--- config.mk ---
export PLATFORM = sky130hd
export DESIGN_NAME = pkt_switch3
export DESIGN_NICKNAME = d
export VERILOG_FILES = /design/src/rtl/pkt_switch3.sv
export SDC_FILE = /design/constraint.sdc
export NUM_CORES = 1
export LEC_CHECK = 0
export BUFFER_PORTS_ARGS = -buffer_cell sky130_fd_sc_hd__buf_2
export CAP_MARGIN = 10
export CELL_PAD_IN_SITES_DETAIL_PLACEMENT = 0
export CELL_PAD_IN_SITES_GLOBAL_PLACEMENT = 2
export CORE_AREA = 2 2 69 71
export CTS_BUF_LIST = sky130_fd_sc_hd__clkbuf_2
export CTS_CLUSTER_DIAMETER = 30
export DETAILED_ROUTE_END_ITERATION = 6
export DIE_AREA = 0 0 71 73
export HOLD_SLACK_MARGIN = 0.08
export PLACE_DENSITY = 0.85
export SYNTH_ARGS = -nofsm -noshare
export SYNTH_HDL_FRONTEND = slang
export SYNTH_SLANG_ARGS = --single-unit
export TNS_END_PERCENT = 100
--- constraint.sdc ---
create_clock -name clk -period 1.7 [get_ports clk]
set_clock_uncertainty 0.2 [all_clocks]
set_input_delay 0.34 -clock clk [delete_from_list [all_inputs] [get_ports clk]]
set_output_delay 0.34 -clock clk [all_outputs]
set_load 0.02 [all_outputs]
--- src/rtl/pkt_switch3.sv ---
module pkt_switch3 #(
  parameter int NPORT = 3,
  parameter int DW    = 8,
  localparam int SW   = (NPORT > 1) ? $clog2(NPORT) : 1
) (
  input  logic                clk,
  input  logic                rst_n,
  output logic                port_rst,
  input  logic [NPORT*DW-1:0] rx_data,
  input  logic [NPORT-1:0]    rx_ctrl,
  input  logic [NPORT-1:0]    rx_empty,
  output logic [NPORT-1:0]    rx_rd,
  output logic [DW-1:0]       tx_data,
  output logic                tx_ctrl,
  input  logic [NPORT-1:0]    tx_full,
  output logic [NPORT-1:0]    tx_wr
);

  typedef enum logic [2:0] {S_RST, S_IDLE, S_SRC, S_DST, S_FWD} st_t;
  st_t st, st_nx;

  logic [SW-1:0] pick, src_q, dst_idx;
  logic [DW-1:0] dst_q, cur_data;
  logic          cur_ctrl, src_rdy, dst_ok, move, hdr_del;

  always_comb begin
    pick = '0;
    for (int i = NPORT - 1; i >= 0; i--)
      if (!rx_empty[i]) pick = SW'(i);
  end

  assign cur_data = rx_data[src_q*DW +: DW];
  assign cur_ctrl = rx_ctrl[src_q];
  assign src_rdy  = !rx_empty[src_q];
  assign dst_ok   = dst_q < DW'(NPORT);
  assign dst_idx  = dst_q[SW-1:0];
  assign hdr_del  = (st == S_DST) && src_rdy;
  assign move     = (st == S_FWD) && src_rdy && (!dst_ok || !tx_full[dst_idx]);

  assign port_rst = (st == S_RST);
  assign rx_rd    = (hdr_del || move) ? (NPORT'(1) << src_q) : '0;
  assign tx_wr    = (move && dst_ok) ? (NPORT'(1) << dst_idx) : '0;
  assign tx_data  = cur_data;
  assign tx_ctrl  = cur_ctrl;

  always_comb begin
    st_nx = st;
    case (st)
      S_RST:   st_nx = S_IDLE;
      S_IDLE:  if (|(~rx_empty)) st_nx = S_SRC;
      S_SRC:   st_nx = S_DST;
      S_DST:   if (src_rdy) st_nx = cur_ctrl ? S_IDLE : S_FWD;
      S_FWD:   if (move && cur_ctrl) st_nx = S_IDLE;
      default: st_nx = S_RST;
    endcase
  end

  always_ff @(posedge clk) begin
    if (!rst_n) begin
      st    <= S_RST;
      src_q <= '0;
      dst_q <= '0;
    end else begin
      st <= st_nx;
      if (st == S_SRC) src_q <= pick;
      if (hdr_del)     dst_q <= cur_data;
    end
  end

  p_no_write_full_r5: assert property (@(posedge clk) disable iff (!rst_n)
    (tx_wr & tx_full) == '0);
  p_no_read_empty_r5: assert property (@(posedge clk) disable iff (!rst_n)
    (rx_rd & rx_empty) == '0);
  p_write_has_read_r5: assert property (@(posedge clk) disable iff (!rst_n)
    (|tx_wr) |-> (|rx_rd));
  p_one_conn_r4: assert property (@(posedge clk) disable iff (!rst_n)
    $onehot0(rx_rd) && $onehot0(tx_wr));
  p_quiet_after_end_r6: assert property (@(posedge clk) disable iff (!rst_n)
    ((|tx_wr) && tx_ctrl) |=> (tx_wr == '0 && rx_rd == '0));
  p_reset_quiet_r1: assert property (@(posedge clk) disable iff (!rst_n)
    port_rst |-> (tx_wr == '0 && rx_rd == '0));

endmodule

Yosys cells after proc, flatten, opt, wreduce, memory -nomap -nowiden --
Cells that the tools add are included.
Word-level totals: bits in registers 13, bits of input ports 35, output and inout bits 16, word-level logic and storage cells 46
Operators by class: $lt $le $gt $ge 3, equality and inequality tests 7, shift-type cells 3, multiplexer cells 16, bitwise gates (word level) 1, reduce and logical (&&, ||, !) cells 13
Operators with widths (count):
- 24-bit by 6-bit indexed part select with 8-bit output | 1
- 3-bit two-way mux | 6
- 3-bit one-hot mux with 5 select lines | 1
- 8-bit by 2-bit less-than comparator with 1-bit output (second input constant) | 1
- 1-bit binary-select mux with 2-bit select | 3
- 3-bit by 2-bit == test with 1-bit output (second input constant) | 2
- 2-bit by 3-bit less-than comparator with 1-bit output (second input constant) | 2
- 2-bit two-way mux | 3
- 1-bit by 2-bit << shifter with 3-bit output (first input constant) | 2
- 1-bit logical AND | 5
- 2-bit != test (second input constant) | 2
- 3-bit by 1-bit == test with 1-bit output (second input constant) | 1
- 3-bit == test (second input constant) | 1
- 1-bit zero test | 3
- 3-bit zero test | 1
- 1-bit two-way mux | 3
- 3-bit NOT | 1
- 3-bit AND reduction | 1
- 3-bit OR reduction | 1
- 1-bit logical OR | 2
- 2-bit by 1-bit != test with 1-bit output (second input constant) | 1

Depth between registers and ports, before layout --
word-level depth 8, gate-level depth with buffers 7, gate-level depth less buffers 5

Worst setup path before layout --
No wires, ideal clock.
path type reg-to-output, start register dst_q[3], end output tx_wr[1], arrival time 1.504 ns, required time 1.160 ns, path slack -0.344 ns, cell stages (with the launch flop) 5, path buffers 0, path through dfxtp_1 > nor4_1 > nand2_1 > nand4b_1 > nor3b_1
Between the ends: cells in the longest elaborated chain, start to end 6
RTL lines:
- from (decl) | line 23 | logic [DW-1:0] dst_q, cur_data;
- from (signal assigned) | line 66 | if (hdr_del) dst_q <= cur_data;
- 8-bit by 2-bit less-than comparator with 1-bit output (*) | line 35 | assign dst_ok = dst_q < DW'(NPORT);
- 1-bit zero test | line 38 | assign move = (st == S_FWD) && src_rdy && (!dst_ok || !tx_full[dst_idx]);
- 1-bit logical OR | line 38
- 1-bit logical AND | line 38
- 1-bit logical AND (*) | line 42 | assign tx_wr = (move && dst_ok) ? (NPORT'(1) << dst_idx) : '0;
- 3-bit two-way mux (*) | line 42
- to (decl) | line 16 | output logic [NPORT-1:0] tx_wr
Mark *: on every way between the ends. The rest lies on a longest branch, timed or not.

Worst setup path after layout --
start register dst_q[5], end output tx_wr[1]
Same word-level chain as after synthesis.

==> summary.txt <==
Worst setup path
  • CP most frequent cell: buf_4
  • Worst Path Required: 1.16 ns
  • CP max-delay cell: dfxtp_2
  • Worst-path fanout max: 3
  • CP Capture Type: primary output
  • Worst path cell trace: nor4_2 -> buf_4 -> nand2_2 -> nand4b_1 -> nor3b_2 -> buf_4
  • CP max stage delay: 0.35 ns
  • CP arrival: 1.70 ns
  • Crit path launch type: register
  • Crit path kind: register to primary output
  • Flop2flop setup slack: -0.22 ns

Yosys
  • Seq cells post-synth: 13
  • Netlist Area Pre-Place: 930 um^2
  • Synth async-reset ratio: 0
  • Synth Instances: 111
  • Synth Net Count: 146
  • EDFF count, synth: 0
  • Ys Warns: 0
  • Syn avg cell area: 8.38 um^2
  • Part of the Yosys area used for sequential elements: 0.280
  • Main synth FF type: dfxtp_1
  • Netlist cell types: 34

STA
  • Worst Max-Slew Pin Slew: 0.249 ns
  • Period utilization: 1.32
  • Fin crit period: 2.24 ns
  • RSZ-0062 raised after global routing: true
  • Peak Freq: 447 MHz
  • Final setup fails: 25
  • Final Hold Viols: 0
  • Relative slew slack: 0.834
  • Final WS setup: -0.536 ns
  • Final slew viol count: 0

Power and ir drop
  • PnR Total Power: 884 uW
  • Leakage: 0.000781 uW
  • Clock power frac: 0.180
  • Reg power frac: 0.370
  • Switching Power: 282 uW
  • Switching Fraction: 0.319
  • P_int: 602 uW
  • Pwr dens: 471 nW/um^2
  • Combinational Power Share: 0.450
  • Worst vdd ir: 0.156 mV

Floorplanning
  • Initial Util: 0.205
  • Die Y: 73 um
  • Cell row count: 25
  • Ports: 51
  • Core area: 4540 um^2
  • Die W: 71 um
  • Die area: 5180 um^2

Job
  • Max-Cap Viols: 0

GRT
  • Met3 usage: 0.0124
  • Vias in the first global route: 1087
  • Aggregate global routing overflow: 0
  • GR peak layer: met2
  • Largest net degree at the start of global routing: 14
  • Met2 track demand over resource: 0.197
  • Met1 Usage GRT: 0.148
  • First-pass GRT wire length: 4.82 mm
  • Total GRT Usage: 0.116
  • Initial antenna violation count: 0

Finish
  • ANT cells: 0
  • Nets: 239
  • Area Growth Syn to Fin: 102%
  • Most frequent cells in the layout: buf_4, buf_2, buf_6, mux2i_1, nand2_1
  • Leading cell type in the layout, fill and taps excluded: buf_4
  • Fin area: 1880 um^2
  • Share of cells above drive strength 1: 0.655

Clocking
  • Register clock-pin slew on the reported worst setup and hold paths: 0.12 ns
  • Sink Count: 13
  • Total CTS buffers: 3
  • Clock Path Buffers: 2
  • Clock root buffer: clkbuf_2
  • CTS tree: built
  • H-tree depth: 1
  • Worst-Skew Late Latency: 0.26 ns

Worst hold path
  • Hold crit path type: input port to register

Placed design
  • GP Congestion: 0.731
  • Dpl ws: -0.305 ns
  • Port bufs: 50
  • DP Area: 1500 um^2
  • Hpwl dp: 2.19 mm

Status
  • Status: finished, violations left
  • Failing checks: setup timing

Detailed routing
  • Remaining DRCs: 0
  • Final WL: 3.20 mm
  • Routed Antenna Nets: 0
  • WL/cell: 12.5 um
  • Vias per Instance: 4.49
  • 1st-pass router iterations: 6
  • Via count: 1155
  • First-iteration detailed-routing DRC count: 30
[worst paths after layout]
| kind | startpoint | cells past startpoint | to |
|---|---|---|---|
| max | dst_q[5] | 6 | tx_wr[1] |
| min | rst_n | 2 | src_q[0] |
| max reg2reg | src_q[0] | 8 | st[0] |
| min reg2reg | dst_q[5] | 2 | dst_q[5] |
[per-layer routing]
metal	wire length [um]	share of wire
met1	1390	0.43
met3	114	0.036
met4	34	0.011
met2	1670	0.52
met5	0	0
[state kept, by name (all words and copies together), names as in the netlist]
signal	count
dst_q	8
src_q	2
st	3
[critical path, delay by kind of cell (launching register included)]
family | cells | cell delay (ns)
buffers and inverters | 2 | 0.31
DFF | 1 | 0.35
and+or+nand+nor | 4 | 0.78
[power groups by stage]
stage	clock [uW]	sequential (uW)	combinational, uW
detailed placement	0	334	302
floorplan	0	333	150
finish	159	327	397
global route	175	330	429
global placement	0	333	301
CTS	166	328	371
[what timing repair did]
action	CTS	global route
endpoints found under the setup margin	24	25
hold buffers	0	0
gates resized for setup	48	24
buffers inserted	14	7
pin swaps	15	5
[Yosys cell counts, types with 2 or more instances]
| cell type | instances | area [um^2] |
|---|---|---|
| a21oi_1 | 2 | 10.0 |
| buf_2 | 2 | 10.0 |
| clkbuf_1 | 2 | 7.51 |
| dfxtp_1 | 13 | 260 |
| mux2i_1 | 19 | 190 |
| nand2_1 | 12 | 45.0 |
| nand3_1 | 2 | 10.0 |
| nand3b_1 | 3 | 22.5 |
| nor2_1 | 3 | 11.3 |
| nor2b_1 | 11 | 68.8 |
| nor3_1 | 5 | 25.0 |
| nor3b_1 | 5 | 37.5 |
| o21ai_0 | 10 | 50.1 |
| or3b_1 | 2 | 17.5 |
[per-stage QoR]
| stage | instances | utilization | TNS [ns] | hold slack [ns] |
|---|---|---|---|---|
| after floorplan | 111 | - | -0.861 | 0.268 |
| after global placement | 241 | 0.331 | -2.52 | 0.296 |
| after detailed placement | 241 | 0.331 | -2.55 | 0.305 |
| after CTS | 258 | 0.393 | -5.22 | 0.193 |
| after global routing | 257 | 0.414 | -9.17 | 0.209 |
| final | 257 | 0.414 | -7.12 | 0.209 |
[cell type report]
cell class,instances,area (um^2)
Fill cell,465,2660
Multi-Input combinational cell,90,796
Timing Repair Buffer,95,723
Sequential cell,13,268
Tap cell,54,67.6
Clock buffer,4,20.0
Inverter,1,3.75
[cell families after synthesis]
group | count (synthesis) | synth area share
simple gates | 49 | 0.303
flops | 13 | 0.280
compound gates | 22 | 0.153
buf+inv | 8 | 0.0592
mux | 19 | 0.205
(Power assumes the default switching activity.)
